**config.mk**
```make
export PLATFORM = sky130hd
export DESIGN_NAME = pwrup_fault_supervisor
export DESIGN_NICKNAME = d
export VERILOG_FILES = /design/src/rtl/sup_pkg.sv /design/src/rtl/sup_sync.sv /design/src/rtl/sup_boot_timer.sv /design/src/rtl/sup_fsm.sv /design/src/rtl/pwrup_fault_supervisor.sv
export SDC_FILE = /design/constraint.sdc
export NUM_CORES = 1
export LEC_CHECK = 0
export BUFFER_PORTS_ARGS = -buffer_cell sky130_fd_sc_hd__buf_4
export CAP_MARGIN = 20
export CORE_MARGIN = 4
export CORE_UTILIZATION = 58
export CTS_CLUSTER_DIAMETER = 60
export DETAILED_ROUTE_END_ITERATION = 6
export PLACE_DENSITY_LB_ADDON = 0.3
export SLEW_MARGIN = 40
export SYNTH_ARGS = -nofsm -noshare
export SYNTH_HDL_FRONTEND = slang
export SYNTH_HIERARCHICAL = 1
export SYNTH_SLANG_ARGS = --single-unit
```
**constraint.sdc**
```tcl
create_clock -name clk -period 2.4 [get_ports clk]
set_input_delay 0.12 -clock clk [delete_from_list [all_inputs] [get_ports clk]]
set_output_delay 0.12 -clock clk [all_outputs]
set_load 0.03 [all_outputs]
```
**src/rtl/sup_pkg.sv**
```systemverilog
// Package: shared state encoding for the power-up fault supervisor.
// Assumes: the state codes are visible on a port, so the values are fixed.
package sup_pkg;

    typedef enum logic [1:0] {
        ST_IN_RESET  = 2'd0,
        ST_BOOT_WAIT = 2'd1,
        ST_MONITOR   = 2'd2,
        ST_FAULT     = 2'd3
    } sup_state_e;

endpackage

```
**src/rtl/sup_sync.sv**
```systemverilog
// Module: multi-bit, multi-stage level synchronizer. Each bit is independent.
// Assumes: inputs are slow levels, so bits need no mutual coherence.
// The synchronous reset loads RST_VAL into every stage.
module sup_sync #(
    parameter int               WIDTH   = 2,
    parameter int               STAGES  = 2,
    parameter logic [WIDTH-1:0] RST_VAL = '0
) (
    input  logic             clk,
    input  logic             rst_n,
    input  logic [WIDTH-1:0] d_async,
    output logic [WIDTH-1:0] q_sync
);

    logic [WIDTH-1:0] stage_q [STAGES];

    // First stage captures the asynchronous input.
    always_ff @(posedge clk) begin
        if (!rst_n) stage_q[0] <= RST_VAL;
        else        stage_q[0] <= d_async;
    end

    genvar gi;
    generate
        for (gi = 1; gi < STAGES; gi++) begin : g_stage
            // Each later stage re-registers its predecessor.
            always_ff @(posedge clk) begin
                if (!rst_n) stage_q[gi] <= RST_VAL;
                else        stage_q[gi] <= stage_q[gi-1];
            end
        end
    endgenerate

    assign q_sync = stage_q[STAGES-1];

endmodule

```
**src/rtl/sup_boot_timer.sv**
```systemverilog
// Module: boot-window timer. It counts cycles while enabled and stops at its final count.
// Assumes: TIMEOUT_CYC >= 2. The clear input holds the count at zero outside the window.
module sup_boot_timer #(
    parameter int TIMEOUT_CYC = 2_500_000
) (
    input  logic clk,
    input  logic rst_n,
    input  logic clear,
    output logic expired
);

    localparam int               CNT_W = $clog2(TIMEOUT_CYC + 1);
    localparam logic [CNT_W-1:0] LAST  = CNT_W'(TIMEOUT_CYC - 1);

    logic [CNT_W-1:0] cnt_q;

    // Count up inside the window and hold once the final count is reached.
    always_ff @(posedge clk) begin
        if (!rst_n || clear)  cnt_q <= '0;
        else if (!expired)    cnt_q <= cnt_q + 1'b1;
    end

    assign expired = (cnt_q == LAST);

    AST_CNT_BOUND: assert property (@(posedge clk) disable iff (!rst_n)
        cnt_q <= LAST);

    AST_CLEAR_ZERO: assert property (@(posedge clk) disable iff (!rst_n)
        clear |=> (cnt_q == '0));

endmodule

```
**src/rtl/sup_fsm.sv**
```systemverilog
// Module: supervisor state machine. It decides when the error pin counts and latches faults.
// Assumes: err_ok_n and rdy come from synchronizers, and periph_rst_n is in the clk domain.
// When the ready interrupt and the timer's end fall on the same edge, ready takes priority.
module sup_fsm
    import sup_pkg::*;
(
    input  logic       clk,
    input  logic       rst_n,
    input  logic       periph_rst_n,
    input  logic       err_ok_n,
    input  logic       rdy,
    input  logic       tmr_expired,
    output logic       tmr_clear,
    output logic [1:0] state_o,
    output logic       fault_o,
    output logic       boot_timeout_o
);

    sup_state_e state_q, state_d;
    logic       fault_q, fault_d;
    logic       tout_q, tout_d;

    // Next-state and flag logic. Peripheral reset overrides every state.
    always_comb begin
        state_d = state_q;
        fault_d = fault_q;
        tout_d  = tout_q;
        if (!periph_rst_n) begin
            state_d = ST_IN_RESET;
            fault_d = 1'b0;
            tout_d  = 1'b0;
        end else begin
            unique case (state_q)
                ST_IN_RESET:  state_d = ST_BOOT_WAIT;
                ST_BOOT_WAIT: begin
                    if (rdy) begin
                        state_d = ST_MONITOR;
                    end else if (tmr_expired) begin
                        tout_d = 1'b1;
                        if (!err_ok_n) begin
                            state_d = ST_FAULT;
                            fault_d = 1'b1;
                        end else begin
                            state_d = ST_MONITOR;
                        end
                    end
                end
                ST_MONITOR: begin
                    if (!err_ok_n) begin
                        state_d = ST_FAULT;
                        fault_d = 1'b1;
                    end
                end
                ST_FAULT:     state_d = ST_FAULT;
                default:      state_d = ST_IN_RESET;
            endcase
        end
    end

    // State and flag registers with synchronous active-low reset.
    always_ff @(posedge clk) begin
        if (!rst_n) begin
            state_q <= ST_IN_RESET;
            fault_q <= 1'b0;
            tout_q  <= 1'b0;
        end else begin
            state_q <= state_d;
            fault_q <= fault_d;
            tout_q  <= tout_d;
        end
    end

    assign tmr_clear      = (state_q != ST_BOOT_WAIT);
    assign state_o        = state_q;
    assign fault_o        = fault_q;
    assign boot_timeout_o = tout_q;

    AST_PERIPH_RST_RETURN: assert property (@(posedge clk) disable iff (!rst_n)
        !periph_rst_n |=> (state_q == ST_IN_RESET && !fault_q && !tout_q));

    AST_NO_EARLY_FAULT: assert property (@(posedge clk) disable iff (!rst_n)
        (state_q == ST_BOOT_WAIT && !tmr_expired) |=> !fault_q);

    AST_RDY_EARLY: assert property (@(posedge clk) disable iff (!rst_n)
        (state_q == ST_BOOT_WAIT && rdy && periph_rst_n) |=> (state_q == ST_MONITOR && !tout_q));

    AST_TIMEOUT_FLAG: assert property (@(posedge clk) disable iff (!rst_n)
        (state_q == ST_BOOT_WAIT && tmr_expired && !rdy && periph_rst_n) |=> tout_q);

    AST_MON_FAULT: assert property (@(posedge clk) disable iff (!rst_n)
        (state_q == ST_MONITOR && !err_ok_n && periph_rst_n) |=> (state_q == ST_FAULT && fault_q));

    AST_FAULT_STICKY: assert property (@(posedge clk) disable iff (!rst_n)
        (state_q == ST_FAULT && periph_rst_n) |=> (state_q == ST_FAULT && fault_q && $stable(tout_q)));

    AST_TIE_READY_WINS: assert property (@(posedge clk) disable iff (!rst_n)
        (state_q == ST_BOOT_WAIT && rdy && tmr_expired && periph_rst_n) |=> (!tout_q && !fault_q));

endmodule

```
**src/rtl/pwrup_fault_supervisor.sv**
```systemverilog
// Module: top of the power-up fault pin supervisor. It joins the synchronizers, the boot timer and the FSM.
// Assumes: clk is the host clock and TIMEOUT_CYC is the boot window in clk cycles.
// The default is 25 ms at 100 MHz.
module pwrup_fault_supervisor #(
    parameter int TIMEOUT_CYC = 2_500_000,
    parameter int SYNC_STAGES = 2
) (
    input  logic       clk,
    input  logic       rst_n,
    input  logic       periph_rst_n,
    input  logic       err_pin_n,
    input  logic       rdy_irq,
    output logic       fault_o,
    output logic       boot_timeout_o,
    output logic [1:0] state_o
);

    localparam int ERR_BIT = 1;
    localparam int RDY_BIT = 0;

    logic [1:0] sync_q;
    logic       tmr_clear;
    logic       tmr_expired;

    // Error pin resets high (idle) and the interrupt resets low.
    sup_sync #(
        .WIDTH   (2),
        .STAGES  (SYNC_STAGES),
        .RST_VAL (2'b10)
    ) u_sync (
        .clk     (clk),
        .rst_n   (rst_n),
        .d_async ({err_pin_n, rdy_irq}),
        .q_sync  (sync_q)
    );

    sup_boot_timer #(
        .TIMEOUT_CYC (TIMEOUT_CYC)
    ) u_timer (
        .clk     (clk),
        .rst_n   (rst_n),
        .clear   (tmr_clear),
        .expired (tmr_expired)
    );

    sup_fsm u_fsm (
        .clk            (clk),
        .rst_n          (rst_n),
        .periph_rst_n   (periph_rst_n),
        .err_ok_n       (sync_q[ERR_BIT]),
        .rdy            (sync_q[RDY_BIT]),
        .tmr_expired    (tmr_expired),
        .tmr_clear      (tmr_clear),
        .state_o        (state_o),
        .fault_o        (fault_o),
        .boot_timeout_o (boot_timeout_o)
    );

endmodule

```
Word level (Yosys, flattened, before mapping)
Memories as Yosys holds them, arrays and structs flattened.
Cells that the tools add are included.
{"block": "totals", "register_bits": 26, "ramBits": 4, "input_bits": 5, "output_inout_bits": 4, "wordCells": 39, "memories": 1}
{"name": "u_sync.stage_q", "depth": 2, "word_bits": 2, "read_ports": 2, "rd_clocked_by_memory_dff": 0, "write_ports": 2, "line": "sup_sync.sv:15", "text": "logic [WIDTH-1:0] stage_q [STAGES];"}
{"block": "op_classes", "n_addsub": 1, "eq_ne": 9, "mux": 13, "bitwise": 3, "n_reduce_logical": 8}
{"cell": "$add 22x1->22 const B", "count": 1}
{"cell": "$eq 22x22->1 const B", "count": 1}
{"cell": "$mux 2", "count": 5}
{"cell": "$pmux 2 s4", "count": 1}
{"cell": "$mux 1", "count": 6}
{"cell": "$ne 2x2->1 const B", "count": 3}
{"cell": "$reduce_and 3->1", "count": 2}
{"cell": "$eq 2x2->1 const B", "count": 2}
{"cell": "$reduce_and 2->1", "count": 2}
{"cell": "$ne 3x3->1 const B", "count": 1}
{"cell": "$eq 2x1->1 const B", "count": 1}
{"cell": "$logic_not 2->1", "count": 1}
{"cell": "$ne 2x1->1 const B", "count": 1}
{"cell": "$or 1x1->1", "count": 2}
{"cell": "$pmux 1 s2", "count": 1}
{"cell": "$reduce_bool 2->1", "count": 1}
{"cell": "$logic_not 1->1", "count": 1}
{"cell": "$logic_or 1x1->1", "count": 1}
{"cell": "$not 1->1", "count": 1}

Longest topological paths before layout
Gate-level depths: netlist of the first run.
An unclocked memory read counts as a cell.
{"block": "depth", "depth_word": 5, "mapped_depth": 8, "ltp_nobuf": 7}

Modules after synthesis
The synthesis of the first run kept the hierarchy.
{"module": "sup_boot_timer", "instances": 1, "cells_each": 114, "area_per_inst_um2": 1026.0, "seq_area_each_um2": 440.4}
{"module": "sup_fsm", "instances": 1, "cells_each": 31, "area_per_inst_um2": 271.5, "seq_area_each_um2": 80.1}
{"module": "sup_sync", "instances": 1, "cells_each": 8, "area_per_inst_um2": 105.1, "seq_area_each_um2": 80.1}

Worst setup path before layout of the first run
Ideal clock, no wire load.
{"block": "synth_path", "path_type": "register to register", "from": "register u_timer.cnt_q[0]", "to": "register u_fsm.state_q[0] (netlist: u_fsm/state_o[0])", "setup_ns": 0.119, "arrival_ns": 1.595, "t_required_ns": 2.281, "path_slack_ns": 0.686, "path_stages_with_launch": 9, "n_path_buf": 1, "period_less_slack_ns": 1.714, "path_cell_list": "dfxtp_1 ha_1 and4_4 nand4_1 nor2_1 buf_4 nand2_1 and3_1 o221a_1"}
{"block": "synth_via", "elab_chain_len": 3}
{"element": "start: declaration", "line": "sup_boot_timer.sv:15", "text": "logic [CNT_W-1:0] cnt_q;"}
{"element": "start signal: assignment", "line": "sup_boot_timer.sv:20", "text": "else if (!expired) cnt_q <= cnt_q + 1'b1;"}
{"element": "$eq 22x22->1", "line": "sup_boot_timer.sv:23", "text": "assign expired = (cnt_q == LAST);"}
{"element": "named net tmr_expired", "line": "pwrup_fault_supervisor.sv:23", "text": "logic tmr_expired;"}
{"element": "$ne 3x3->1 (no source line)"}
{"element": "$reduce_and 2->1 (no source line)"}
{"element": "end signal: assignment", "line": "sup_fsm.sv:67", "text": "state_q <= state_d;"}
{"element": "end: declaration", "line": "sup_fsm.sv:19", "text": "sup_state_e state_q, state_d;"}
The timed path passes the listed nets, and every way through them passes these cells.
A chain may end at the register's enable or synchronous reset.

Worst setup path in the final report of the first run
{"block": "layout_path", "from": "register u_timer.cnt_q[0]", "to": "register u_timer.cnt_q[1]"}
{"block": "layout_via", "elab_chain_len": 1, "word_cells_on_any_way": 2, "cone_classes": "add/sub: 1; eq/ne: 1"}
{"element": "$eq 22x22->1", "line": "sup_boot_timer.sv:23"}
{"element": "named net tmr_expired", "line": "pwrup_fault_supervisor.sv:23"}
The timed path passes the listed nets, and every way through them passes these cells.

==> results.cfg, run 1 <==
[outcome]
status = complete, no violations

[clocking]
cts_setup_buffers = 0
ctsHtreeMaxLevel = 2
cts_tree = built
cts_hold_buffers = 2
cts_buffer_depth = 2
clock_latency_ps = 320
cts_root_buffer = clkbuf_4
cts_inserted_buffers = 5
ctsResizeCount = 0
path_clk_slew_ps = 90
cts.sinks = 30

[synth]
ys_warn_count = 6
synth_fp_nets = 164
synth_most_common_cell = dfxtp_1
synth_area_per_cell_um2 = 9.17
ys_seq_area_share_pct = 42.8
synthFlopType = dfxtp_1
ys_types = 36
synth.area.top_cells = dfxtp_1 (43%), xor2_1 (10%), nor2_1 (5.9%)
async_flop_share_pct = 0
synth_edf_count = 0
ys_seq_elements = 30
syn_inst = 153
synthTopCellsByCount = dfxtp_1 (30), nor2_1 (22), xor2_1 (16), nand2_1 (13), nand3_1 (10)
synthesis.area_mm2 = 0.00140
synth_top_area_cell = dfxtp_1
netlist.area_leader.share_pct = 42.8

[sta]
fin_crit_sh_pct = 77.3
slew_headroom_pct = 70.0
max_freq_mhz = 539
slew_viol_final = 0
fin_crit_ps = 1860
finClkSkew_ps = 5.73
layout_setup_ws_ps = 544
setup_viol = 0
grt_setup_unrepaired = false
tightestPinTransition_ps = 447
tns_ps = 0
finalHoldViolCount = 0

[floorplan]
die_h_um = 57.2
ios = 9
die_w_um = 57.2
num_rows = 17
core-area_mm2 = 0.00225
dieArea_mm2 = 0.00327
start_util_pct = 62.2

[place]
dpl.hpwl_um = 1850
gp_congestion = 0.803
place_ws_ps = 572
port_buffers = 8

[pwr]
pwr-share-clk_pct = 34.8
p_comb_share_pct = 6.2
p_per_area_mw_per_mm2 = 548
swShare_pct = 22.5
leakagePower_nw = 0.615
total_power_w = 0.000865
switchingPower_w = 0.000195
ir_drop_mv = 0.526
p_int_w = 0.000670
power.share.sequential_pct = 59.0

[setup_path]
cp.required_ps = 2610
cp-end-kind = flop
start_kind = flop
reg2reg_from = u_timer/cnt_q[0]
rr_worst_depth = 7
cp_max_fo = 10
crit_path_start = u_timer/cnt_q[0]
crit_type = flop to flop
arrival_ps = 2070

[finish]
areaGrowthSynthToFinish_pct = 12.5
drive_gt1_share_pct = 14.7
antenna_cells = 0
final_util_pct = 70.0
finalNetCount = 180

[route]
drt_first_iter_violations = 18
ant_nets = 0
drcViolationCount = 0
drtPass1Iterations = 4
routed_wire_length_per_instance_um = 12.9
via_per_inst = 5.66
via_count = 1120
routed_wl_um = 2560

[min_path]
hp-class = input pin to flop
hold_depth = 2
min_from = rst_n

[global_routing]
grt_max_degree = 22
grt_pass1_vias = 1045
grt_pass1_wl_um = 4450
gr-usage-all-layers_pct = 17.3
antenna_found_initial = 0
grt_remaining_overflow = 0

[job]
drv_cap = 0
-- worst max-delay path: stages (launching register included) --
cell	delay (ps)
dfxtp_1	400
ha_1	220
and4_4	270
nand4_1	90
nor2_1	290
buf_4	230
mux2i_1	190
nor2_1	50
-- final timing paths --
check,slack [ps],endpoint
worst min register to register,420,u_sync/stage_q[1][1]
worst min-delay path,30,u_sync/stage_q[0][1]
worst max-delay path,540,u_timer/cnt_q[1]
worst max register to register,540,u_timer/cnt_q[1]
-- sequential cells by signal (all words and copies together), names as in the netlist --
signal / cells
u_timer/cnt_q: 22
u_sync/stage_q: 4
u_fsm/state_o: 2
u_fsm/boot_timeout_o: 1
u_fsm/fault_o: 1
-- final cells by class --
| type | instances | area [um^2] |
|---|---|---|
| clock inverters | 1 | 5.00 |
| multi-input cells | 113 | 761 |
| clock buffers | 7 | 55.1 |
| inverters | 7 | 26.3 |
| flip-flops and latches | 30 | 601 |
| well taps | 28 | 35.0 |
| repair buffers | 12 | 95.1 |
| fillers | 196 | 677 |
-- routing by layer --
metal | global-route usage, % | up-vias | wire length (um)
li1 | - | 562 | -
met2 | 26.4 | 16 | 1170
met1 | 22.2 | 535 | 1250
met5 | 0 | - | 0
met3 | 5.43 | 7 | 84
met4 | 8.28 | 0 | 53
-- layout by cell type, fill, tap and decap left out, types with 3 or more instances in the layout --
cell | Yosys | routed
and3_1 | 3 | 3
and4_1 | 3 | 3
buf_4 | 1 | 10
clkbuf_4 | 0 | 5
dfxtp_1 | 30 | 30
ha_1 | 6 | 6
inv_1 | 7 | 7
nand2_1 | 13 | 13
nand2b_1 | 4 | 4
nand3_1 | 10 | 10
nand4_1 | 5 | 5
nor2_1 | 22 | 22
o211ai_1 | 3 | 3
xor2_1 | 16 | 16
-- power by group through the flow --
| stage | clock network [W] | logic, W | registers (W) |
|---|---|---|---|
| after CTS | 0.000318 | 0.0000539 | 0.000510 |
| after detailed placement | 0 | 0.0000507 | 0.000522 |
| final | 0.000301 | 0.0000537 | 0.000510 |
| after global routing | 0.000338 | 0.0000592 | 0.000511 |
| after global placement | 0 | 0.0000488 | 0.000521 |
| after floorplan | 0 | 0.0000283 | 0.000525 |
-- through the flow --
step	hold WS [ps]	cell area, um^2	instances
after detailed placement	307	1500	188
after CTS	4.79	1580	198
final	27.3	1580	198
after global routing	17.7	1580	198
after floorplan	193	1400	153
after global placement	307	1500	188
-- cells by family (layout without fill, tap and decap cells) --
logic type / after synthesis / count (layout) / share of synthesized area [%]
and+or+nand+nor: 78 / 78 / 31.5
buffers and inverters: 10 / 27 / 2.94
AOI/OAI and AO/OA: 10 / 10 / 5.35
muxes: 2 / 2 / 1.43
xor gates and xnor gates: 17 / 17 / 10.6
DFF: 30 / 30 / 42.8
adders and majority gates: 6 / 6 / 5.35
No activity file was read; power rests on OpenSTA's default activity.
==> run 2: changes to the inputs <==
--- a/config.mk
+++ b/config.mk
@@ -7,8 +7,9 @@
 export LEC_CHECK = 0
 export BUFFER_PORTS_ARGS = -buffer_cell sky130_fd_sc_hd__buf_4
 export CAP_MARGIN = 20
+export CORE_ASPECT_RATIO = 2
 export CORE_MARGIN = 4
-export CORE_UTILIZATION = 58
+export CORE_UTILIZATION = 52
 export CTS_CLUSTER_DIAMETER = 60
 export DETAILED_ROUTE_END_ITERATION = 6
 export PLACE_DENSITY_LB_ADDON = 0.3
==> constraint.sdc (replaced) <==
create_clock -name clk -period 1.7 [get_ports clk]
set_input_delay 0.085 -clock clk [delete_from_list [all_inputs] [get_ports clk]]
set_output_delay 0.085 -clock clk [all_outputs]
set_load 0.03 [all_outputs]
==> results.cfg, run 2 (synthesized netlist as in run 1, its figures left out) <==
[sta]
fin_crit_sh_pct = 96.5
finalHoldViolCount = 0
tightestPinTransition_ps = 251
grt_setup_unrepaired = false
max_freq_mhz = 609
tns_ps = 0
fin_crit_ps = 1640
slew_viol_final = 0
slew_headroom_pct = 83.1
setup_viol = 0
finClkSkew_ps = 8.43
layout_setup_ws_ps = 59.0

[pwr]
swShare_pct = 21.4
p_comb_share_pct = 5.4
p_per_area_mw_per_mm2 = 839
ir_drop_mv = 0.753
p_int_w = 0.00118
leakagePower_nw = 0.724
pwr-share-clk_pct = 46.7
switchingPower_w = 0.000320
power.share.sequential_pct = 48.0

[setup_path]
cp.required_ps = 1940
critical_path.slowest_cell = or4_1
critical-path-max-stage-delay_ps = 500
worstReg2RegEnd = u_timer/cnt_q[3]
rr_worst_depth = 7
start_kind = flop
arrival_ps = 1880
crit_type = flop to flop
r2r_setup_slack_ps = 60
cp_max_fo = 8
crit_path_cell_trace = ha_4, and4_4, nand4_1, nor2_2, buf_4, or4_1, nand2_1
reg2reg_from = u_timer/cnt_q[0]
cp-end-kind = flop

[place]
dpl.hpwl_um = 2280
place_ws_ps = -78.4
placed_area_mm2 = 0.00160
port_buffers = 8
gp_congestion = 0.741

[finish]
drive_gt1_share_pct = 27.0
areaGrowthSynthToFinish_pct = 27.6
largest_reg_flops = 22
antenna_cells = 0
fin_area_mm2 = 0.00179
final_cell_mix = dfxtp_1 (27), buf_4 (25), nor2_1 (21)
finalNetCount = 195
regMostFlops = u_timer/cnt_q
layout_commonest_cell = dfxtp_1
fillers = 210

[floorplan]
start_util_pct = 54.6
core-area_mm2 = 0.00257
die_w_um = 44.7
ios = 9
die_h_um = 81.4
dieArea_mm2 = 0.00364
num_rows = 26

[global_routing]
grt_pass1_vias = 1180
antenna_found_initial = 0
grt_remaining_overflow = 0
gr-usage-all-layers_pct = 19.2
grt_max_degree = 21
grt_pass1_wl_um = 4860

[route]
drt_first_iter_violations = 18
drtPass1Iterations = 4
via_count = 1167
ant_nets = 0
drcViolationCount = 0
via_per_inst = 5.48
routed_wl_um = 3050
routed_wire_length_per_instance_um = 14.3

[min_path]
hp-class = input pin to flop
hold_depth = 2
holdPathEnd = u_sync/stage_q[0][1]
min_from = rst_n

[clocking]
cts_buffer_depth = 2
cts.sinks = 30
clock_latency_ps = 290
cts_inserted_buffers = 5
cts_root_buffer = clkbuf_8
ctsHtreeMaxLevel = 2
cts_tree = built
path_clk_slew_ps = 70

[outcome]
status = complete, no violations

[job]
drv_cap = 0
==> run 2: layout make-up <==
type                            instances  area (um^2)  area share (%)
Clock buffer                            5         68.8            3.85
Clock inverter                          3         40.0            2.24
Inverter                                7         26.3            1.47
Multi-Input combinational cell        113          805            45.0
Sequential cell                        30          607            33.9
Tap cell                               28         35.0            1.96
Timing Repair Buffer                   27          208            11.6
==> run 2: metal layers <==
| layer | up-vias | share of wire (%) | global-route usage [%] |
|---|---|---|---|
| met5 | - | 0 | 0 |
| met4 | 0 | 4.9 | 13.9 |
| met3 | 13 | 3.6 | 6.14 |
| met2 | 20 | 57 | 36.6 |
| met1 | 548 | 34 | 14.9 |
| li1 | 586 | - | - |
==> run 2: critical path, delay by kind of cell (launching register included) <==
family	cells	cell delay [ps]
AND/OR/NAND/NOR	5	930
flip-flops	1	340
adder cells (fa/ha/maj)	1	160
buffers and inverters	1	160
==> run 2: how the worst max path moves through the flow <==
stage | startpoint | end | slack [ps]
5_1_grt | u_timer/cnt_q[0] | u_fsm/state_o[1] | 1
2_1_floorplan | u_timer/cnt_q[1] | u_fsm/state_o[0] | 0.9
4_1_cts | u_timer/cnt_q[1] | u_timer/cnt_q[14] | 10
3_5_place_dp | u_timer/cnt_q[14] | u_fsm/state_o[1] | -80
6_report | u_timer/cnt_q[0] | u_timer/cnt_q[3] | 60
3_3_place_gp | u_timer/cnt_q[14] | u_fsm/state_o[1] | 30
==> run 2: power by group through the flow <==
stage               clock network, W   logic, W  registers (W)
global route                0.000755  0.0000893       0.000720
floorplan                          0  0.0000400       0.000741
global placement                   0  0.0000767       0.000736
CTS                         0.000721  0.0000815       0.000720
finish                      0.000700  0.0000807       0.000719
detailed placement                 0  0.0000774       0.000736
==> run 2: through the flow <==
stage                     total power [W]  std cells  hold WS (ps)  util, %
after CTS                         0.00152        211          5.21     67.6
after detailed placement         0.000814        201           273     62.2
after global routing              0.00156        213          1.22     69.6
final                             0.00150        213          9.68     69.6
after floorplan                  0.000781        153           158        -
after global placement           0.000812        201           271     62.2
==> run 2: what timing repair did <==
| item | in CTS | in global routing |
|---|---|---|
| gates resized for setup | 2 | 8 |
| hold buffers | 2 | 0 |
| endpoints found under the setup margin | 3 | 9 |
| setup buffers | 0 | 2 |
| endpoints found under the hold margin | 2 | 0 |
| pin swaps | 0 | 4 |
| gates cloned | 0 | 0 |
==> run 3: changes to the inputs <==
--- a/config.mk
+++ b/config.mk
@@ -9,7 +9,7 @@
 export CAP_MARGIN = 20
 export CORE_ASPECT_RATIO = 2
 export CORE_MARGIN = 4
-export CORE_UTILIZATION = 52
+export CORE_UTILIZATION = 49
 export CTS_CLUSTER_DIAMETER = 60
 export DETAILED_ROUTE_END_ITERATION = 6
 export PLACE_DENSITY_LB_ADDON = 0.3
==> results.cfg, run 3 (synthesized netlist as in run 1, its figures left out) <==
[outcome]
status = complete, no violations

[sta]
max_freq_mhz = 615
slew_viol_final = 0
layout_setup_ws_ps = 73.9
finClkSkew_ps = 7.40
fin_crit_sh_pct = 95.7
fin_crit_ps = 1630
slew_headroom_pct = 71.6
finalHoldViolCount = 0
tightestPinTransition_ps = 423
tns_ps = 0
setup_viol = 0

[clocking]
path_clk_slew_ps = 70
clock_latency_ps = 290
cts_inserted_buffers = 5
cts.sinks = 30
cts_root_buffer = clkbuf_8
cts_buffer_depth = 2
ctsHtreeMaxLevel = 2
cts_tree = built

[pwr]
leakagePower_nw = 0.740
ir_drop_mv = 0.667
p_per_area_mw_per_mm2 = 833

[setup_path]
crit_type = flop to flop
cp_top_family = simple AND/OR/NAND/NOR gates
crit_path_cell_trace = ha_4, and4_4, nand4_1, nor2_2, buf_6, buf_4, or3_1, a21oi_1
path_buf_inv = 2
cp_max_fo = 5
critical-path-max-stage-delay_ps = 340
start_kind = flop
critical_path.slowest_cell = dfxtp_2
rr_worst_depth = 8
arrival_ps = 1850
cp-end-kind = flop
path_depth = 8
cp.required_ps = 1920

[route]
wl_met2_um = 1990
via_per_inst = 5.62
wl_met1_um = 1140
met3WireLength_um = 111
routed_wl_um = 3320
routed_wire_length_per_instance_um = 15.3
ant_nets = 0
drcViolationCount = 0
drt_first_iter_violations = 19
drtPass1Iterations = 4
top_layer = met4
via_count = 1220

[min_path]
hold_depth = 2
hp-class = input pin to flop

[floorplan]
die_h_um = 83.7
ios = 9
die_w_um = 45.8
core-area_mm2 = 0.00274
dieArea_mm2 = 0.00383
num_rows = 27
start_util_pct = 51.3

[finish]
final_util_pct = 66.3
areaGrowthSynthToFinish_pct = 29.3
fillers = 211
largest_reg_flops = 22
fin_area_mm2 = 0.00181
layout_commonest_cell = dfxtp_1
antenna_cells = 0
regMostFlops = u_timer/cnt_q
finalNetCount = 198
final_cell_mix = dfxtp_1 (28), buf_4 (25), nor2_1 (21)
drive_gt1_share_pct = 27.7

[global_routing]
grt_pass1_vias = 1231
antenna_found_initial = 0
gr-usage-all-layers_pct = 19.0
grt_pass1_wl_um = 5300
grt_max_degree = 13
grt_remaining_overflow = 0

[place]
dpl.hpwl_um = 2320
port_buffers = 8
place_ws_ps = -18.4
gp_congestion = 0.829
placed_area_mm2 = 0.00163

[job]
drv_cap = 0
-- run 3: cell types whose count changed in the layout (fill, tap and decap cells not counted), sizes merged --
cell	change
buf	+3
-- run 3: timing repair --
action | CTS | global route
setup endpoints to repair | 1 | 15
hold endpoints to repair | 2 | 0
hold buffers | 2 | 0
resized for setup | 1 | 8
pin swaps | 0 | 5
gates cloned | 0 | 1
setup buffers | 0 | 2
-- run 3: stage by stage --
stage          hold WS (ps)  power [W]  std cells
2_1_floorplan           158   0.000781        153
3_3_place_gp            272   0.000812        204
3_5_place_dp            275   0.000814        204
4_1_cts                15.1    0.00153        214
5_1_grt                20.0    0.00157        217
6_report               18.6    0.00151        217
-- run 3: power breakdown --
group | total [W] | leakage (nW) | switching [W] | internal (W)
logic | 0.0000842 | 0.439 | 0.0000437 | 0.0000405
registers | 0.000722 | 0.244 | 0.00000920 | 0.000712
clock network | 0.000704 | 0.0579 | 0.000274 | 0.000431
-- run 3: final cells by class --
cell class                 instances  area (um^2)  share of cell area [%]
inverter                           7         26.3                    1.45
tap                               29         36.3                    2.00
multi-input combinational        113          795                    43.8
timing repair buffer              30          244                    13.5
sequential                        30          603                    33.3
clock buffer                       5         68.8                    3.80
clock inverter                     3         40.0                    2.21
-- run 3: final timing paths --
path                              from                    to  slack [ps]
hold reg to reg   u_sync/stage_q[0][1]  u_sync/stage_q[1][1]         420
setup reg to reg      u_timer/cnt_q[0]      u_timer/cnt_q[5]          70
setup / recovery      u_timer/cnt_q[0]      u_timer/cnt_q[5]          70
hold / removal                   rst_n  u_sync/stage_q[1][1]          20
-- run 3: layer usage --
metal / global-route usage (%) / vias to the layer above
li1: - / 596
met1: 17.4 / 597
met2: 34.1 / 20
met3: 5.83 / 7
met4: 10.4 / 0
met5: 0 / -
